[src/rtl/barrel_issue_sched.sv]
module barrel_issue_sched #(
  parameter int NT    = 8,
  parameter int DEPTH = 4,
  parameter int PIPE  = 4,
  parameter int IW    = 16
) (
  input  logic                  clk,
  input  logic                  rst_n,
  input  logic [NT-1:0]         start_req,
  input  logic [NT-1:0]         stop_req,
  input  logic [NT-1:0]         wait_req,
  input  logic [NT-1:0]         resume_req,
  input  logic                  fill_valid,
  input  logic [$clog2(NT)-1:0] fill_tid,
  input  logic [IW-1:0]         fill_instr,
  output logic                  issue_valid,
  output logic [$clog2(NT)-1:0] issue_tid,
  output logic                  issue_nop,
  output logic [IW-1:0]         issue_instr,
  output logic                  pwr_down
);
  localparam int TW  = $clog2(NT);
  localparam int AW  = (DEPTH > 1) ? $clog2(DEPTH) : 1;
  localparam int CW  = $clog2(DEPTH + 1);
  localparam int CLW = $clog2(PIPE + 1);

  logic [NT-1:0] in_use, waiting, elig, pop_t, push_t;
  logic [TW-1:0] last, sel;
  logic [TW:0]   nx;
  logic          found, pop, push;
  logic [CLW-1:0] cool [NT];
  logic [AW-1:0]  rdp  [NT];
  logic [AW-1:0]  wrp  [NT];
  logic [CW-1:0]  cnt  [NT];
  logic [IW-1:0]  mem  [NT][DEPTH];

  function automatic logic [AW-1:0] bump(input logic [AW-1:0] p);
    return (p == AW'(DEPTH - 1)) ? '0 : p + 1'b1;
  endfunction

  always_comb
    for (int t = 0; t < NT; t++)
      elig[t] = in_use[t] & ~waiting[t] & (cool[t] == '0);

  always_comb begin
    found = 1'b0;
    sel   = '0;
    nx    = '0;
    for (int k = 1; k <= NT; k++) begin
      nx = {1'b0, last} + (TW+1)'(k);
      if (nx >= (TW+1)'(NT)) nx = nx - (TW+1)'(NT);
      if (!found && elig[nx[TW-1:0]]) begin
        found = 1'b1;
        sel   = nx[TW-1:0];
      end
    end
  end

  assign pop      = found && (cnt[sel] != '0);
  assign push     = fill_valid && (cnt[fill_tid] < CW'(DEPTH)) && !start_req[fill_tid];
  assign pwr_down = ~|(in_use & ~waiting);

  always_comb
    for (int t = 0; t < NT; t++) begin
      pop_t[t]  = pop  && (sel == TW'(t));
      push_t[t] = push && (fill_tid == TW'(t));
    end

  always_ff @(posedge clk)
    if (push) mem[fill_tid][wrp[fill_tid]] <= fill_instr;

  always_ff @(posedge clk or negedge rst_n) begin
    if (!rst_n) begin
      in_use      <= NT'(1);
      waiting     <= '0;
      last        <= TW'(NT - 1);
      issue_valid <= 1'b0;
      issue_tid   <= '0;
      issue_nop   <= 1'b0;
      issue_instr <= '0;
      for (int t = 0; t < NT; t++) begin
        cool[t] <= '0;
        rdp[t]  <= '0;
        wrp[t]  <= '0;
        cnt[t]  <= '0;
      end
    end else begin
      issue_valid <= found;
      issue_tid   <= found ? sel : '0;
      issue_nop   <= found && !pop;
      issue_instr <= pop ? mem[sel][rdp[sel]] : '0;
      if (found) last <= sel;
      for (int t = 0; t < NT; t++) begin
        if (found && sel == TW'(t)) cool[t] <= CLW'(PIPE - 1);
        else if (cool[t] != '0)     cool[t] <= cool[t] - 1'b1;

        if (start_req[t]) begin
          in_use[t]  <= 1'b1;
          waiting[t] <= 1'b0;
        end else if (stop_req[t]) begin
          in_use[t]  <= 1'b0;
          waiting[t] <= 1'b0;
        end else if (resume_req[t]) begin
          waiting[t] <= 1'b0;
        end else if (wait_req[t] && in_use[t]) begin
          waiting[t] <= 1'b1;
        end

        if (start_req[t]) begin
          rdp[t] <= '0;
          wrp[t] <= '0;
          cnt[t] <= '0;
        end else begin
          if (pop_t[t])  rdp[t] <= bump(rdp[t]);
          if (push_t[t]) wrp[t] <= bump(wrp[t]);
          if (pop_t[t] && !push_t[t])      cnt[t] <= cnt[t] - 1'b1;
          else if (push_t[t] && !pop_t[t]) cnt[t] <= cnt[t] + 1'b1;
        end
      end
    end
  end
endmodule

[config.mk]
export PLATFORM = sky130hd
export DESIGN_NAME = barrel_issue_sched
export DESIGN_NICKNAME = d
export VERILOG_FILES = /design/src/rtl/barrel_issue_sched.sv
export SDC_FILE = /design/constraint.sdc
export NUM_CORES = 1
export LEC_CHECK = 0
export BUFFER_PORTS_ARGS = -buffer_cell sky130_fd_sc_hd__buf_4
export CORE_MARGIN = 5
export CORE_UTILIZATION = 45
export DETAILED_ROUTE_END_ITERATION = 10
export GPL_TIMING_DRIVEN = 0
export SKIP_LAST_GASP = 1
export SYNTH_ARGS = -nofsm -noshare
export SYNTH_HDL_FRONTEND = slang
export SYNTH_SLANG_ARGS = --single-unit
[constraint.sdc]
create_clock -name clk -period 5.89 [get_ports clk]
set_input_delay 1.4725 -clock clk [delete_from_list [all_inputs] [get_ports clk]]
set_output_delay 1.4725 -clock clk [all_outputs]
set_load 0.02 [all_outputs]
Word-level counts from Yosys, hierarchy flattened
Memories as Yosys holds them, arrays and structs flattened.
Cells that the tools add are included.
- memories kept: 1
- latch bits: 0
- logic and storage cells: 546
- bits in registers: 120
- RAM bits: 512
- ROM bits: 0
- output and inout port bits: 22
- memory list (name ; words ; width ; read ports ; clocked after Yosys merged registers in ; write ports ; RTL line ; RTL):
    mem ; 8 ; 64 ; 1 ; 0 ; 1 ; 35 ; logic [IW-1:0] mem [NT][DEPTH];
- multiplexer cells: 199
- equal/unequal tests: 30
- divide/modulo/power cells: 0
- $add $sub $neg: 56
- $lt $le $gt $ge: 23
- shift operators: 0
- bitwise logic cells: 30
- reduce and logical (&&, ||, !) cells: 154
- multiply operators: 0
- operators with widths (cell ; number):
    $mux W3 ; 61
    $mux W2 ; 52
    $sub A3 B1 Y3 const B ; 24
    $mux W1 ; 66
    $mux W16 ; 4
    $mux W64 ; 1
    $reduce_bool A2 Y1 ; 32
    $logic_and A1 B1 Y1 ; 60
    $reduce_bool A3 Y1 ; 17
    $ge A4 B4 Y1 const B ; 10
    $lt A3 B4 Y1 const B ; 9
    $add A2 B1 Y2 const B ; 16
    $bmux W16 S2 ; 1
    $demux W16 S2 ; 1
    $eq A2 B2 Y1 const B ; 16
    $reduce_bool A4 Y1 ; 8
    $logic_not A3 Y1 ; 10
    $bmux W1 S3 ; 9
    $logic_not A1 Y1 ; 26
    $add A3 B1 Y3 const B ; 8
    $eq A3 B3 Y1 const B ; 8
    $bmux W3 S3 ; 2
    $add A3 B3 Y4 const B ; 4
    $and A1 B1 Y1 ; 16
    other kinds (15) ; 31

Depth between registers and ports, before layout
- depth in word-level cells: 39
- gate-level depth with buffers: 24

Worst setup path after synthesis
Ideal clock, no wire load.
- path type: reg-to-reg
- start point: register last[1]
- end point: register cnt[11] in the netlist's numbering
- cell stages (with the launch flop): 22
- arrival time: 4788 ps
- period minus slack after synthesis: 4923 ps
- setup time: 134 ps
- buffers on the path: 4
- setup slack: 967 ps
- path through: dfstp_2 > buf_2 > inv_2 > buf_2 > ha_1 > buf_2 > inv_2 > mux4_2 > nor3_1 > a31oi_1 > nor4_4 > nand2b_1 > o21ai_1 > nand3_2 > clkbuf_1 > nand3_1 > nor2_1 > and2_1 > fa_1 > nor4b_1 > o21ai_0 > nor3b_1
- longest elaborated chain between the ends: 37
- elaborated cells on any way between the ends: 92
- classes of those cells: add/sub (16); order compare (8); eq/ne (1); mux (45); bitwise (1); reduce/logical (21)
- ends and longest elaborated chain (element ; RTL line ; RTL):
    from (decl) ; 28 ; logic [TW-1:0] last, sel;
    from (signal assigned) ; 76 ; last <= TW'(NT - 1);
    from (signal assigned) ; 92 ; if (found) last <= sel;
    $add A3 B1 Y4 ; 50 ; nx = {1'b0, last} + (TW+1)'(k);
    $ge A4 B4 Y1 / $sub A3 B1 Y3 (equally long branches) ; 51 ; if (nx >= (TW+1)'(NT)) nx = nx - (TW+1)'(NT);
    $mux W3 ; 51 ;
    $bmux W1 S3 ; 52 ; if (!found && elig[nx[TW-1:0]]) begin
    $mux W1 (not written as such) ; 52 ;
    $mux W1 ; 52 ;
    $logic_not A1 Y1 ; 52 ;
    $logic_and A1 B1 Y1 ; 52 ;
    [20 not listed] ; n/a ;
    $bmux W3 S3 ; 59 ; assign pop = found && (cnt[sel] != '0);
    $mux W3 (not written as such) (2 in series) ; 59 ;
    $reduce_bool A3 Y1 ; 59 ;
    $logic_and A1 B1 Y1 ; 59 ;
    $logic_and A1 B1 Y1 (*) ; 65 ; pop_t[t] = pop && (sel == TW'(t));
    $logic_and A1 B1 Y1 / $logic_not A1 Y1 (equally long branches) ; 116, 117 ;
    $mux W3 / $logic_and A1 B1 Y1 (equally long branches) ; 116, 117 ;
    $mux W3 / $reduce_bool A3 Y1 (equally long branches) ; n/a ;
    to (signal, indexed assignment) ; 116 ; if (pop_t[t] && !push_t[t]) cnt[t] <= cnt[t] - 1'b1;
    to (signal, indexed assignment) ; 117 ; else if (push_t[t] && !pop_t[t]) cnt[t] <= cnt[t] + 1'b1;
    to (decl) ; 34 ; logic [CW-1:0] cnt [NT];
Mark *: on every way between the ends. The rest lies on a longest branch, timed or not. The select of a mux whose other input is x is not followed.
A chain may end at the register's enable or synchronous reset.

Final worst setup path
- start point: register last[1]
- end point: register issue_instr[8]
- longest elaborated chain between the ends: 36
- elaborated cells on any way between the ends: 93
- classes of those cells: add/sub (16); order compare (8); mux (50); bitwise (2); reduce/logical (16); memory (1)
- ends and longest elaborated chain (element ; RTL line ; RTL):
    $add A3 B1 Y4 ; 50 ;
    $ge A4 B4 Y1 / $sub A3 B1 Y3 (equally long branches) ; 51 ;
    $mux W3 ; 51 ;
    $bmux W1 S3 ; 52 ;
    $mux W1 (not written as such) ; 52 ;
    $mux W1 ; 52 ;
    $logic_not A1 Y1 ; 52 ;
    $logic_and A1 B1 Y1 ; 52 ;
    [18 not listed] ; n/a ;
    $mux W3 ; 52 ;
    $not A3 Y4 (not written as such) ; 59, 91 ;
    $bmux W2 S3 ; 91 ; issue_instr <= pop ? mem[sel][rdp[sel]] : '0;
    $mux W2 (not written as such) (2 in series) ; 91 ;
    $not A2 Y3 (not written as such) ; 91 ;
    $bmux W16 S2 ; 91 ;
    $mux W16 (not written as such) (2 in series) ; 91 ;
    $mux W16 (*) ; 91 ;
    to (signal assigned) ; 91 ;
    to (decl) ; 19 ; output logic [IW-1:0] issue_instr,
Marks and branches as above.

==> impl_metrics.csv <==
group,metric,value,unit
outcome,status,"finished, final reports clean",
layout,fin_nets,2336,
layout,antenna_cells,0,
routing,routed_wl,77510,um
routing,firstDrtPassIters,5,
global_route,grt_pass1_wl,115400,um
worst_setup_path,r2r_start,"last[1]",
placement,gp_congestion,0.9408,
synth,synth_flop_cell,"edfxtp_1",
synth,yosys-top-cells-area,"edfxtp_1 (55%), dfrtp_1 (10%), mux2i_1 (9.1%)",
synth,yosysTopAreaCell,"edfxtp_1",
synth,yosysTopAreaCellShare,55.12,%
worst_setup_path,crit_fanout,10,
timing,worst_pin_slew,0.7351,ns
synth,synth_most_common_cell,"edfxtp_1",
clock_tree,clock-sinks,632,
placement,place_hpwl,53480,um
global_route,grt_antenna_before_repair,1,
worst_setup_path,ff2ff_setup_slack,0.13,ns
floorplan,die_area,67070,um2
clock_tree,clockBufferDepth,3,
synth,syn_inst,2071,
floorplan,fp.coreArea,61600,um2
worst_setup_path,critPathMostFrequentCell,"mux2i_1",
routing,vias,18060,
timing,skew,0.02287,ns
placement,dpl_cell_area,30100,um2
global_route,grt_max_degree,71,
timing,finalSetupViolCount,0,
flow_run,cap_violations,0,
clock_tree,clock-root-buffer,"clkbuf_16",
floorplan,die_x,259.0,um
synth,ys_ff_latch,632,
routing,drc,0,
timing,relSlewSlack,50.99,%
worst_setup_path,worst_ep_required_time,6.36,ns
timing,rsz0062_at_grt,"true",
synth,avgSynthCellArea,13.47,um2
synth,synthArstFlopShare,18.99,%
clock_tree,cts_max_level,3,
clock_tree,clk_latency,0.61,ns
layout,drive_gt1_share,17.86,%
global_route,grtUsageTotal,23.03,%
worst_setup_path,critPathArrivalTime,6.24,ns
worst_setup_path,worst_path_largest_cell_delay,0.58,ns
layout,fin_area,32670,um2
clock_tree,ctsHoldBuffers,0,
synth,synth_cell_types,79,
worst_setup_path,path_cells,"clkbuf_4 > inv_2 > buf_2 > ha_1 > buf_2 > inv_2 > mux4_2 > nor3_1 > a31oi_1 > nor4_4 > nand2b_2 > o21ai_4 > nand3_4 > inv_2 > buf_4 > buf_6 > buf_6 > mux2i_1 > mux2i_1 > mux2i_1 > mux2i_1 > o2111a_1",
timing,hold_viol_final,0,
clock_tree,cts_inserted_buffers,69,
global_route,grt_pass1_vias,17900,
hold_path,hp-start,"wrp[1]",
routing,drt-wirelength-per-cell,24.70,um
synth,synth_edf_count,512,
global_route,grt.overflow.total,0,
hold_path,hold_depth,2,
synth,syn-num-nets,2161,
synth,seq_area_frac_synth,65.90,%
clock_tree,clk_pin_slew,0.06,ns
worst_setup_path,critical_path_class,"flip-flop to flip-flop",
layout,final_util,53.04,%
routing,drt_iter0_markers,1707,
synth,synth_area,27890,um2
layout,area_growth,17.12,%
floorplan,initial_core_util,45.28,%
timing,fmax,173.6,MHz
worst_setup_path,reg2reg_depth,22,
placement,numPortBuffers,65,
worst_setup_path,rr_endpoint,"issue_instr[8]",
worst_setup_path,crit_slowest_cell,"mux4_2",
timing,timing.final.crit_period,5.762,ns
timing,hold_slack,0.5110,ns
synth,yosys_warnings,0,
routing,detail_route.vias_per_cell,5.755,
timing,finalMaxSlewViolations,0,
layout,nFillCells,5182,
hold_path,hp-class,"flip-flop to flip-flop",
floorplan,ios,76,
routing,ant_nets,0,
clock_tree,cts_tree,"built",
worst_setup_path,cp-end-kind,"flip-flop",
floorplan,die_h,259.0,um
synth,yosys-top-cells-count,"edfxtp_1 (512), nand2_1 (287), mux2i_1 (254)",
floorplan,row_count,91,
hold_path,holdPathEnd,"wrp[1]",
timing,fin_crit_sh,97.82,%
worst_setup_path,start_kind,"flip-flop",
placement,dp_slack,-0.7671,ns
timing,setup_ws,0.1281,ns
[sequential cells by signal, summed over array words and instances (netlist names)]
signal	cells
issue_valid	1
in_use	8
last	3
cool	24
cnt	24
issue_tid	3
rdp	16
wrp	16
waiting	8
mem	512
issue_instr	16
issue_nop	1
[cell families (layout without fill, tap and decap cells)]
| family | after synthesis | in the layout | share of synthesized area, % |
|---|---|---|---|
| buf+inv | 171 | 401 | 2.633 |
| simple gates | 697 | 697 | 11.42 |
| mux | 293 | 293 | 11.67 |
| compound gates | 207 | 207 | 5.450 |
| flops | 632 | 632 | 65.90 |
| fa+ha+maj | 36 | 36 | 1.830 |
| xor+xnor | 35 | 35 | 1.099 |
[critical path, delay by kind of cell, from the launching register on]
| kind | cells | cell delay (ns) |
|---|---|---|
| AO/OA/AOI/OAI | 3 | 0.59 |
| adder cells (fa/ha/maj) | 1 | 0.29 |
| buffers and inverters | 9 | 1.66 |
| flip-flops | 1 | 0.53 |
| multiplexers | 5 | 1.49 |
| AND/OR/NAND/NOR | 4 | 1.08 |
[cell usage in the layout (no fill, tap or decap), types with 9 or more instances in the layout]
cell,n
a21oi_1,46
a311o_1,15
and2_1,9
and3_1,21
buf_2,29
buf_4,79
buf_6,11
buf_8,26
clkbuf_1,51
clkbuf_16,71
clkbuf_2,19
clkbuf_4,15
clkinv_1,15
clkinv_2,14
dfrtp_1,116
edfxtp_1,512
ha_1,28
inv_1,43
mux2_2,13
mux2i_1,237
mux2i_2,16
mux4_2,24
nand2_1,287
nand3_1,125
nand3b_1,9
nor2_1,113
nor2_2,34
nor2b_1,14
nor3_1,27
nor4_1,10
o2111a_1,12
o2111ai_1,13
o211ai_1,11
o21ai_0,22
xnor2_1,9
xor2_1,25
[stage by stage]
step	TNS, ns	instances
3_3_place_gp	-13.10	2973
3_5_place_dp	-12.27	3006
2_1_floorplan	0	2071
4_1_cts	-0.5243	3135
5_1_grt	-0.1850	3138
6_report	0	3138
[worst max path at each step]
stage	depth (start not counted)	startpoint	slack, ns	to
5_1_grt	21	last[1]	-0.07	issue_instr[9]
3_3_place_gp	19	last[1]	-0.83	issue_instr[1]
4_1_cts	20	last[1]	-0.1	issue_instr[13]
6_report	22	last[1]	0.13	issue_instr[8]
3_5_place_dp	20	last[1]	-0.77	issue_instr[1]
2_1_floorplan	21	last[1]	0.97	cnt[11]
[per-layer routing]
metal	GRT usage (%)	part of all wire, %	vias up
li1	-	-	8076
met1	32.02	42	9113
met2	36.93	47	708
met3	3.949	7.2	160
met4	8.308	4.0	2
met5	0	0.0090	-
[what timing repair did]
item / 4_1_cts / 5_1_grt
pin swaps: 3 / 4
gates resized for setup: 47 / 63
setup endpoints to repair: 34 / 32
setup buffers: 3 / 4
[area by class of cell]
cell class                      count  area, um2  area share (%)
Sequential cell                   632      18380           56.27
Multi-Input combinational cell   1268       9049           27.70
Clock buffer                       87       1847           5.653
Timing Repair Buffer              105       1127           3.451
Tap cell                          837       1047           3.206
Buffer                            122      679.4           2.080
Clock inverter                     39      357.8           1.095
Inverter                           48      180.2          0.5515
Power is not shown: default switching activity piles up to over one toggle a cycle in this logic, so the estimate is an artifact.
